==> config.mk <==
export PLATFORM = sky130hd
export DESIGN_NAME = uart_rx_queue
export DESIGN_NICKNAME = d
export VERILOG_FILES = /design/src/rtl/uart_rx_queue.sv
export SDC_FILE = /design/constraint.sdc
export NUM_CORES = 1
export LEC_CHECK = 0
export BUFFER_PORTS_ARGS = -buffer_cell sky130_fd_sc_hd__buf_4
export CAP_MARGIN = 0
export CORE_ASPECT_RATIO = 1.25
export CORE_MARGIN = 4
export CORE_UTILIZATION = 42
export DETAILED_ROUTE_END_ITERATION = 10
export PLACE_DENSITY = 0.73
export SLEW_MARGIN = 5
export SYNTH_ARGS = -nofsm -noshare
export SYNTH_HDL_FRONTEND = slang
export SYNTH_SLANG_ARGS = --single-unit
==> constraint.sdc <==
create_clock -name clk -period 3.4 [get_ports clk]
set_input_delay 1.02 -clock clk [delete_from_list [all_inputs] [get_ports clk]]
set_output_delay 1.02 -clock clk [all_outputs]
set_load 0.02 [all_outputs]
==> src/rtl/uart_rx_queue.sv <==
module uart_rx_queue #(
  parameter int DEPTH    = 16,
  parameter int DW       = 8,
  parameter int TO_CHARS = 4,
  localparam int CW      = $clog2(DEPTH + 1)
) (
  input  logic          clk,
  input  logic          rst_n,
  input  logic          fifo_en,
  input  logic          flush,
  input  logic          push,
  input  logic [DW-1:0] push_data,
  input  logic          push_brk,
  input  logic          pop,
  input  logic          baud_tick,
  input  logic [1:0]    cfg_dbits,
  input  logic          cfg_stop2,
  input  logic          cfg_par,
  output logic [DW-1:0] rd_data,
  output logic          data_ready,
  output logic          brk_flag,
  output logic [CW-1:0] level,
  output logic          timeout_pend,
  output logic          can_accept,
  output logic          overrun
);
  localparam int PW = (DEPTH > 1) ? $clog2(DEPTH) : 1;
  localparam int TW = $clog2(TO_CHARS * 12 + 1) + 1;

  logic [DW-1:0] mem [DEPTH];
  logic [DW-1:0] hold;
  logic [PW-1:0] wptr, rptr;
  logic          mode_q, run;
  logic [TW-1:0] tcnt;

  wire clr       = flush | (fifo_en != mode_q);
  wire empty     = (level == '0);
  wire full      = (level == CW'(DEPTH));
  wire pop_ok    = mode_q & pop & ~empty;
  wire push_ok_q = mode_q & push & ~full;
  wire push_ok_h = ~mode_q & push & (~data_ready | pop);

  wire [CW-1:0] level_nx = level + CW'(push_ok_q) - CW'(pop_ok);
  wire          restart  = push_ok_q | (pop_ok & (level_nx != '0));

  wire [3:0]    cbits = 4'd5 + {2'b00, cfg_dbits} + (cfg_stop2 ? 4'd2 : 4'd1) + {3'b000, cfg_par};
  wire [TW-1:0] limit = TW'(TO_CHARS) * TW'(cbits);
  wire          expire = run & baud_tick & ~restart & ((tcnt + 1'b1) >= limit);

  function automatic logic [PW-1:0] adv(input logic [PW-1:0] p);
    return (p == PW'(DEPTH - 1)) ? '0 : p + 1'b1;
  endfunction

  assign rd_data    = mode_q ? (empty ? '0 : mem[rptr]) : hold;
  assign can_accept = mode_q ? ~full : ~data_ready;

  always_ff @(posedge clk)
    if (!clr && push_ok_q) mem[wptr] <= push_data;

  always_ff @(posedge clk or negedge rst_n) begin
    if (!rst_n) begin
      mode_q <= 1'b0;  wptr <= '0;  rptr <= '0;  level <= '0;
      data_ready <= 1'b0;  brk_flag <= 1'b0;  timeout_pend <= 1'b0;
      run <= 1'b0;  tcnt <= '0;  hold <= '0;  overrun <= 1'b0;
    end else begin
      overrun <= ~clr & push & ~(push_ok_q | push_ok_h);
      if (clr) begin
        mode_q <= fifo_en;  wptr <= '0;  rptr <= '0;  level <= '0;
        data_ready <= 1'b0;  brk_flag <= 1'b0;  timeout_pend <= 1'b0;
        run <= 1'b0;  tcnt <= '0;
      end else if (mode_q) begin
        if (push_ok_q) wptr <= adv(wptr);
        if (pop_ok)    rptr <= adv(rptr);
        level <= level_nx;
        if (push_ok_q) begin
          data_ready <= 1'b1;
          if (push_brk) brk_flag <= 1'b1;
        end else if (pop_ok && level_nx == '0) begin
          data_ready <= 1'b0;
          brk_flag   <= 1'b0;
        end
        if (pop)                            timeout_pend <= 1'b0;
        else if (expire && level_nx != '0)  timeout_pend <= 1'b1;
        if (restart) begin
          run <= 1'b1;  tcnt <= '0;
        end else if (run && baud_tick) begin
          if (expire) begin run <= 1'b0; tcnt <= '0; end
          else        tcnt <= tcnt + 1'b1;
        end
      end else begin
        if (push_ok_h) begin
          hold <= push_data;  data_ready <= 1'b1;  brk_flag <= push_brk;
        end else if (pop) begin
          data_ready <= 1'b0;  brk_flag <= 1'b0;
        end
      end
    end
  end
endmodule

# After elaboration in Yosys (flattened, before gate mapping)
# Memories as Yosys holds them, arrays and structs flattened.
# Cells that the tools add are included.
word_totals:
  regBits: 34
  ram_bits: 128
  input_bits: 20
  out_inout_bits: 18
  elab_cells: 114
  memories: 1
mem_list:
  columns: ["name", "words", "word_bits", "read_ports", "rd_ports_with_merged_regs", "wr", "line", "text"]
  rows:
  - ["mem", 16, 8, 1, 0, 1, "30", "logic [DW-1:0] mem [DEPTH];"]
op_classes:
  n_addsub: 8
  magnitude_cmp: 1
  eq_ne: 6
  n_mux: 41
  bitwise: 23
  reduce_logical: 23
op_table:
  columns: ["operator", "n"]
  rows:
  - ["7-bit 2-to-1 mux", 5]
  - ["4-bit 2-to-1 mux", 8]
  - ["1-bit 2-to-1 mux", 23]
  - ["8-bit 2-to-1 mux", 2]
  - ["1-bit bitwise AND", 12]
  - ["5-bit zero test", 2]
  - ["5-bit 2-to-1 mux", 2]
  - ["2-bit AND reduction", 5]
  - ["3-bit AND reduction", 3]
  - ["3-bit nonzero test", 3]
  - ["4-bit by 1-bit adder with 4-bit output, second input constant", 2]
  - ["4-bit equality test, second input constant", 2]
  - ["7-bit by 1-bit adder with 7-bit output, second input constant", 1]
  - ["7-bit by 6-bit greater-or-equal comparator with 1-bit output", 1]
  - ["1-bit inverter", 7]
  - ["2-bit nonzero test", 3]
  - ["5-bit by 1-bit adder with 5-bit output", 1]
  - ["5-bit equality test, second input constant", 1]
  - ["5-bit nonzero test", 1]
  - ["5-bit by 1-bit subtractor with 5-bit output", 1]
  - ["3-bit by 2-bit adder with 4-bit output, first input constant", 1]
  - ["4-bit by 1-bit adder with 4-bit output", 1]
  - ["4-bit by 2-bit adder with 4-bit output", 1]
  - ["1-bit logical AND", 4]
  - ["other kinds (7)", 10]

# Longest topological paths before layout
depth:
  ltp_word: 16
  mapped_depth: 16
  mapped_depth_nobuf: 15

# Least setup slack after synthesis
# Ideal clock, no wire load.
synth_path:
  kind: "flip-flop to flip-flop"
  from: "reg level[3]"
  to: "reg tcnt[0]"
  setup_ps: 125
  arrival_time_ps: 3594
  required_time_ps: 3275
  slack_ps: -319
  stages_incl_launch_ff: 16
  path_buffers: 1
  period_less_slack_ps: 3719
  path_cell_list: "dfrtp_1 inv_1 ha_1 or4b_1 and3_4 buf_6 ha_1 inv_1 ha_1 fa_1 a21oi_1 o21bai_1 xnor3_1 and3_1 a211o_4 mux2_4"
synth_via:
  elab_chain_cells: 16
  elab_cells_between_ends: 21
  cone_classes: "2 x add/sub; 1 x eq/ne; 5 x mux; 9 x bitwise; 4 x reduce/logical"
synth_rtl:
  columns: ["element", "line", "text"]
  rows:
  - ["start: declaration", "22", "output logic [CW-1:0] level,"]
  - ["start signal: assignment", "74", "level <= level_nx;"]
  - ["5-bit equality test", "38", "wire full = (level == CW'(DEPTH));"]
  - ["1-bit inverter", "40", "wire push_ok_q = mode_q & push & ~full;"]
  - ["1-bit bitwise AND", "40", null]
  - ["5-bit by 1-bit adder with 5-bit output", "43", "wire [CW-1:0] level_nx = level + CW'(push_ok_q) - CW'(pop_ok);"]
  - ["5-bit by 1-bit subtractor with 5-bit output", "43", null]
  - ["5-bit nonzero test", "44", "wire restart = push_ok_q | (pop_ok & (level_nx != '0));"]
  - ["1-bit bitwise AND", "44", null]
  - ["1-bit bitwise OR *", "44", null]
  - ["1-bit inverter", "48", "wire expire = run & baud_tick & ~restart & ((tcnt + 1'b1) >= limit);"]
  - ["1-bit bitwise AND (2 in a row)", "48", null]
  - ["7-bit 2-to-1 mux", "87", "if (expire) begin run <= 1'b0; tcnt <= '0; end"]
  - ["7-bit 2-to-1 mux", "86", "end else if (run && baud_tick) begin"]
  - ["7-bit 2-to-1 mux", "84", "if (restart) begin"]
  - ["7-bit 2-to-1 mux", "71", "end else if (mode_q) begin"]
  - ["7-bit 2-to-1 mux", "67", "if (clr) begin"]
  - ["end signal: assignment", "88", "else tcnt <= tcnt + 1'b1;"]
  - ["end: declaration", "34", "logic [TW-1:0] tcnt;"]
# Every way passes the cells marked *; elsewhere a longest branch is shown, timed or not. The select of a mux whose other input is x is not followed.
# A chain may end at the register's enable or synchronous reset.

# Worst setup path after layout
layout_path:
  from: "reg rptr[0]"
  to: "out rd_data[1]"
layout_via:
  elab_chain_cells: 3
layout_rtl:
  columns: ["element", "line", "text"]
  rows:
  - ["start: declaration", "32", "logic [PW-1:0] wptr, rptr;"]
  - ["start signal: assignment", "73", "if (pop_ok) rptr <= adv(rptr);"]
  - ["memory 16 x 8 bit", null, null]
  - ["8-bit 2-to-1 mux (2 in a row)", "54", "assign rd_data = mode_q ? (empty ? '0 : mem[rptr]) : hold;"]
  - ["end: declaration", "19", "output logic [DW-1:0] rd_data,"]
# No other way between the ends.

==> flow_results.xml <==
<?xml version="1.0" encoding="UTF-8"?>
<metrics>
  <group name="worst_setup_path">
    <metric name="crit_path_start" unit="">rptr[0]</metric>
    <metric name="path_class" unit="">reg2out</metric>
    <metric name="timing.rr.end" unit="">tcnt[0]</metric>
    <metric name="worst_ep_required_time" unit="ps">2380</metric>
    <metric name="max_stage_delay" unit="ps">520</metric>
    <metric name="startpoint_type" unit="">flop</metric>
    <metric name="cp_cell_sequence" unit="">buf_12 -&gt; clkbuf_16 -&gt; mux4_2 -&gt; mux4_2 -&gt; inv_2 -&gt; o2bb2ai_2 -&gt; buf_6</metric>
    <metric name="critPathMaxFanout" unit="">5</metric>
    <metric name="worst-path-stages" unit="">7</metric>
    <metric name="worst-r2r-setup-slack" unit="ps">-40</metric>
    <metric name="critical_path_buf_inv_count" unit="">4</metric>
    <metric name="critical_path.slowest_cell" unit="">sky130_fd_sc_hd__mux4_2</metric>
    <metric name="cell_class_contributing_the_biggest_share_of_worst_path_delay" unit="">multiplexers</metric>
    <metric name="reg2reg_start" unit="">level[2]</metric>
    <metric name="timing.critical_path.mode_cell" unit="">sky130_fd_sc_hd__mux4_2</metric>
    <metric name="cp.arrival" unit="ps">2480</metric>
    <metric name="r2r_cells" unit="">14</metric>
    <metric name="worstSetupEndpointType" unit="">primary output</metric>
  </group>
  <group name="grt">
    <metric name="grt_antenna_before_repair" unit="">0</metric>
    <metric name="grt_max_degree" unit="">37</metric>
    <metric name="grt_first_pass_wirelength" unit="um">24000</metric>
    <metric name="first_global_vias" unit="">4327</metric>
    <metric name="global_route.usage.total" unit="%">16.3</metric>
    <metric name="globalRoute.totalOverflow" unit="">0</metric>
  </group>
  <group name="synth">
    <metric name="synth.ff_latch_count" unit="">162</metric>
    <metric name="netlist.area_leader.share" unit="%">53.8</metric>
    <metric name="synth_top_area_cell" unit="">sky130_fd_sc_hd__edfxtp_1</metric>
    <metric name="synth_cell_type_count" unit="">55</metric>
    <metric name="post_syn_nets" unit="">466</metric>
    <metric name="synthesis.area_per_instance" unit="um^2">16.9</metric>
    <metric name="yosysWarnings" unit="">0</metric>
    <metric name="synth-edff-count" unit="">128</metric>
    <metric name="post_synth_inst_count" unit="">423</metric>
    <metric name="synth_async_sr_flop_share" unit="%">21.0</metric>
    <metric name="dominantRegCellSynth" unit="">sky130_fd_sc_hd__edfxtp_1</metric>
    <metric name="synth-seq-area-share" unit="%">65.7</metric>
    <metric name="ys_top_cells_by_area" unit="">sky130_fd_sc_hd__edfxtp_1, sky130_fd_sc_hd__mux4_2, sky130_fd_sc_hd__dfrtp_1</metric>
    <metric name="synth_area" unit="um^2">7140</metric>
  </group>
  <group name="sta">
    <metric name="rsz0062_at_grt" unit="">true</metric>
    <metric name="finClkSkew" unit="ps">9.37</metric>
    <metric name="final.setup.worst_slack" unit="ps">-104</metric>
    <metric name="clock.fmax" unit="GHz">0.285</metric>
    <metric name="hold_viol" unit="">0</metric>
    <metric name="final_period_minus_worst_setup_slack" unit="ps">3500</metric>
    <metric name="post-route-period-util" unit="%">103</metric>
    <metric name="totalNegativeSetupSlack" unit="ps">-648</metric>
    <metric name="hold-worst-slack" unit="ps">522</metric>
    <metric name="setup_viol" unit="">10</metric>
    <metric name="tightest_slew" unit="ps">707</metric>
    <metric name="timing.final.max_slew_violations" unit="">0</metric>
    <metric name="maxSlewHeadroom" unit="%">52.8</metric>
  </group>
  <group name="placed_design">
    <metric name="placement_setup_slack" unit="ps">-447</metric>
    <metric name="dp_cells" unit="">710</metric>
    <metric name="place_area" unit="um^2">8040</metric>
    <metric name="port-buffer-count" unit="">37</metric>
    <metric name="place_hpwl" unit="um">9790</metric>
    <metric name="globalplace.congestion" unit="">0.825</metric>
  </group>
  <group name="floorplanning">
    <metric name="std_cell_rows" unit="">53</metric>
    <metric name="chipWidth" unit="um">125</metric>
    <metric name="die_y" unit="um">154</metric>
    <metric name="initial_utilization" unit="%">42.6</metric>
    <metric name="pin_count" unit="">38</metric>
    <metric name="die_area" unit="um^2">19200</metric>
    <metric name="core_area" unit="um^2">16800</metric>
  </group>
  <group name="min_path">
    <metric name="hold_path.startpoint" unit="">timeout_pend</metric>
    <metric name="min_path_type" unit="">reg2reg</metric>
    <metric name="holdPathStages" unit="">1</metric>
    <metric name="worst_hold_path.endpoint" unit="">timeout_pend</metric>
  </group>
  <group name="finish">
    <metric name="nets" unit="">568</metric>
    <metric name="final_design_area_no_fill" unit="um^2">8960</metric>
    <metric name="fin_cells" unit="">758</metric>
    <metric name="register_area" unit="um^2">4700</metric>
    <metric name="areaGrowthSynthToFinish" unit="%">25.5</metric>
    <metric name="number_of_antenna_diodes" unit="">0</metric>
    <metric name="final_core_utilization" unit="%">53.4</metric>
    <metric name="multi_input_area" unit="um^2">2400</metric>
    <metric name="drive_gt1_share" unit="%">41.4</metric>
    <metric name="total_of_fill_cells_in_the_finished_design" unit="">1299</metric>
  </group>
  <group name="route">
    <metric name="dr.first_iter.drc_count" unit="">379</metric>
    <metric name="first_pass_iters" unit="">5</metric>
    <metric name="via_per_inst" unit="">5.50</metric>
    <metric name="routed_wl" unit="um">15400</metric>
    <metric name="drtAntennaViolNets" unit="">0</metric>
    <metric name="vias" unit="">4168</metric>
    <metric name="route.detailed.drc" unit="">0</metric>
    <metric name="routedWlPerCell" unit="um">20.3</metric>
  </group>
  <group name="run_status">
    <metric name="violations" unit="">setup timing</metric>
    <metric name="outcome" unit="">finished, violations left</metric>
  </group>
  <group name="job">
    <metric name="cap_violations" unit="">0</metric>
  </group>
  <group name="clocking">
    <metric name="tritoncts" unit="">built</metric>
    <metric name="clock_insertion_delay_worst_skew" unit="ps">420</metric>
    <metric name="cts.htree.levels" unit="">4</metric>
    <metric name="clock_tree.buffer_depth" unit="">2</metric>
    <metric name="cts.clk_slew.worst_paths" unit="ps">60</metric>
    <metric name="cts_inserted_buffers" unit="">17</metric>
    <metric name="clock_tree.root_cell" unit="">sky130_fd_sc_hd__clkbuf_16</metric>
    <metric name="numClockSinks" unit="">162</metric>
  </group>
  <group name="power_and_ir_drop">
    <metric name="power" unit="mW">4.44</metric>
    <metric name="p_per_area" unit="nW/um^2">496</metric>
    <metric name="power_leakage" unit="nW">3.26</metric>
    <metric name="worst_ir_drop_vdd" unit="mV">0.388</metric>
  </group>
</metrics>
## worst max-delay path by stage
stage                 end  slack (ps)
2_1_floorplan     tcnt[0]        -160
3_3_place_gp      tcnt[0]        -250
3_5_place_dp      tcnt[0]        -450
4_1_cts        rd_data[4]        -130
5_1_grt        rd_data[1]        -180
6_report       rd_data[1]        -100
## cell usage after synthesis, types with 3 or more instances
cell                          n
sky130_fd_sc_hd__edfxtp_1   128
sky130_fd_sc_hd__mux4_2      40
sky130_fd_sc_hd__dfrtp_1     34
sky130_fd_sc_hd__nor2_1      27
sky130_fd_sc_hd__inv_1       23
sky130_fd_sc_hd__ha_1        20
sky130_fd_sc_hd__nand2_1     15
sky130_fd_sc_hd__a21oi_1     14
sky130_fd_sc_hd__clkbuf_1     9
sky130_fd_sc_hd__mux2_2       8
sky130_fd_sc_hd__nor3_1       8
sky130_fd_sc_hd__o2bb2ai_1    8
sky130_fd_sc_hd__xnor2_1      7
sky130_fd_sc_hd__nand2b_1     5
sky130_fd_sc_hd__a21o_1       4
sky130_fd_sc_hd__a22o_1       4
sky130_fd_sc_hd__buf_2        4
sky130_fd_sc_hd__mux2i_1      4
sky130_fd_sc_hd__nand3_1      4
sky130_fd_sc_hd__o21ai_0      4
sky130_fd_sc_hd__xor2_1       4
sky130_fd_sc_hd__a31oi_1      3
sky130_fd_sc_hd__and2_1       3
sky130_fd_sc_hd__and3_1       3
sky130_fd_sc_hd__buf_4        3
sky130_fd_sc_hd__fa_1         3
## layout make-up
| class | instances | area share [%] |
|---|---|---|
| well taps | 220 | 3.07 |
| inverters | 24 | 1.01 |
| multi-input cells | 217 | 26.8 |
| clock buffers | 19 | 4.83 |
| repair buffers | 103 | 10.4 |
| clock inverters | 13 | 1.47 |
| flip-flops and latches | 162 | 52.4 |
## cell usage in the layout (no fill, tap or decap), types with 4 or more instances in the layout
cell type,Yosys,layout
sky130_fd_sc_hd__nand2_1,15,15
sky130_fd_sc_hd__inv_1,23,13
sky130_fd_sc_hd__xnor2_1,7,7
sky130_fd_sc_hd__inv_2,1,11
sky130_fd_sc_hd__mux2i_1,4,4
sky130_fd_sc_hd__buf_12,0,5
sky130_fd_sc_hd__edfxtp_1,128,128
sky130_fd_sc_hd__a22o_1,4,4
sky130_fd_sc_hd__mux2_2,8,8
sky130_fd_sc_hd__nand3_1,4,4
sky130_fd_sc_hd__a21oi_1,14,12
sky130_fd_sc_hd__mux4_2,40,40
sky130_fd_sc_hd__nor2_1,27,27
sky130_fd_sc_hd__clkinv_4,0,6
sky130_fd_sc_hd__dfrtp_1,34,31
sky130_fd_sc_hd__buf_4,3,86
sky130_fd_sc_hd__ha_1,20,16
sky130_fd_sc_hd__nor3_1,8,7
sky130_fd_sc_hd__a21o_1,4,4
sky130_fd_sc_hd__nand2b_1,5,5
sky130_fd_sc_hd__clkbuf_16,0,18
sky130_fd_sc_hd__o2bb2ai_2,0,6
sky130_fd_sc_hd__buf_6,2,8
## cells by family (layout without fill, tap and decap cells)
| family | after synthesis | after routing | share of synthesized area (%) |
|---|---|---|---|
| multiplexers | 53 | 53 | 14.6 |
| flip-flops | 162 | 162 | 65.7 |
| buffers and inverters | 44 | 159 | 2.75 |
| XOR/XNOR | 12 | 12 | 1.66 |
| adder cells (fa/ha/maj) | 23 | 23 | 4.35 |
| AO/OA/AOI/OAI | 51 | 51 | 5.19 |
| AND/OR/NAND/NOR | 78 | 78 | 5.66 |
## timing repair
action	in CTS	in global routing
resized for setup	9	35
hold buffers	0	0
setup endpoints to repair	15	16
buffers inserted	9	5
cloned	3	1
pin swaps	9	9
endpoints found under the hold margin	0	0
## metal layers
layer	routed length (um)	vias up	track usage, %
met4	360	0	6.32
met3	884	30	3.58
met5	0	-	0
met2	8230	153	28.1
met1	5930	2137	20.1
li1	-	1848	-
## sequential cells by signal, indices dropped and copies added, names as in the netlist
name / count
overrun: 1
timeout_pend: 1
tcnt: 7
data_ready: 1
mode_q: 1
brk_flag: 1
wptr: 4
hold: 8
rptr: 4
level: 5
run: 1
mem: 128
## power breakdown
part	leakage, nW	switching [mW]	total, mW	internal, mW
sequential	1.60	0.0227	2.19	2.17
combinational	1.39	0.228	0.453	0.224
clock	0.270	0.773	1.79	1.02
No activity file was read; power rests on OpenSTA's default activity.
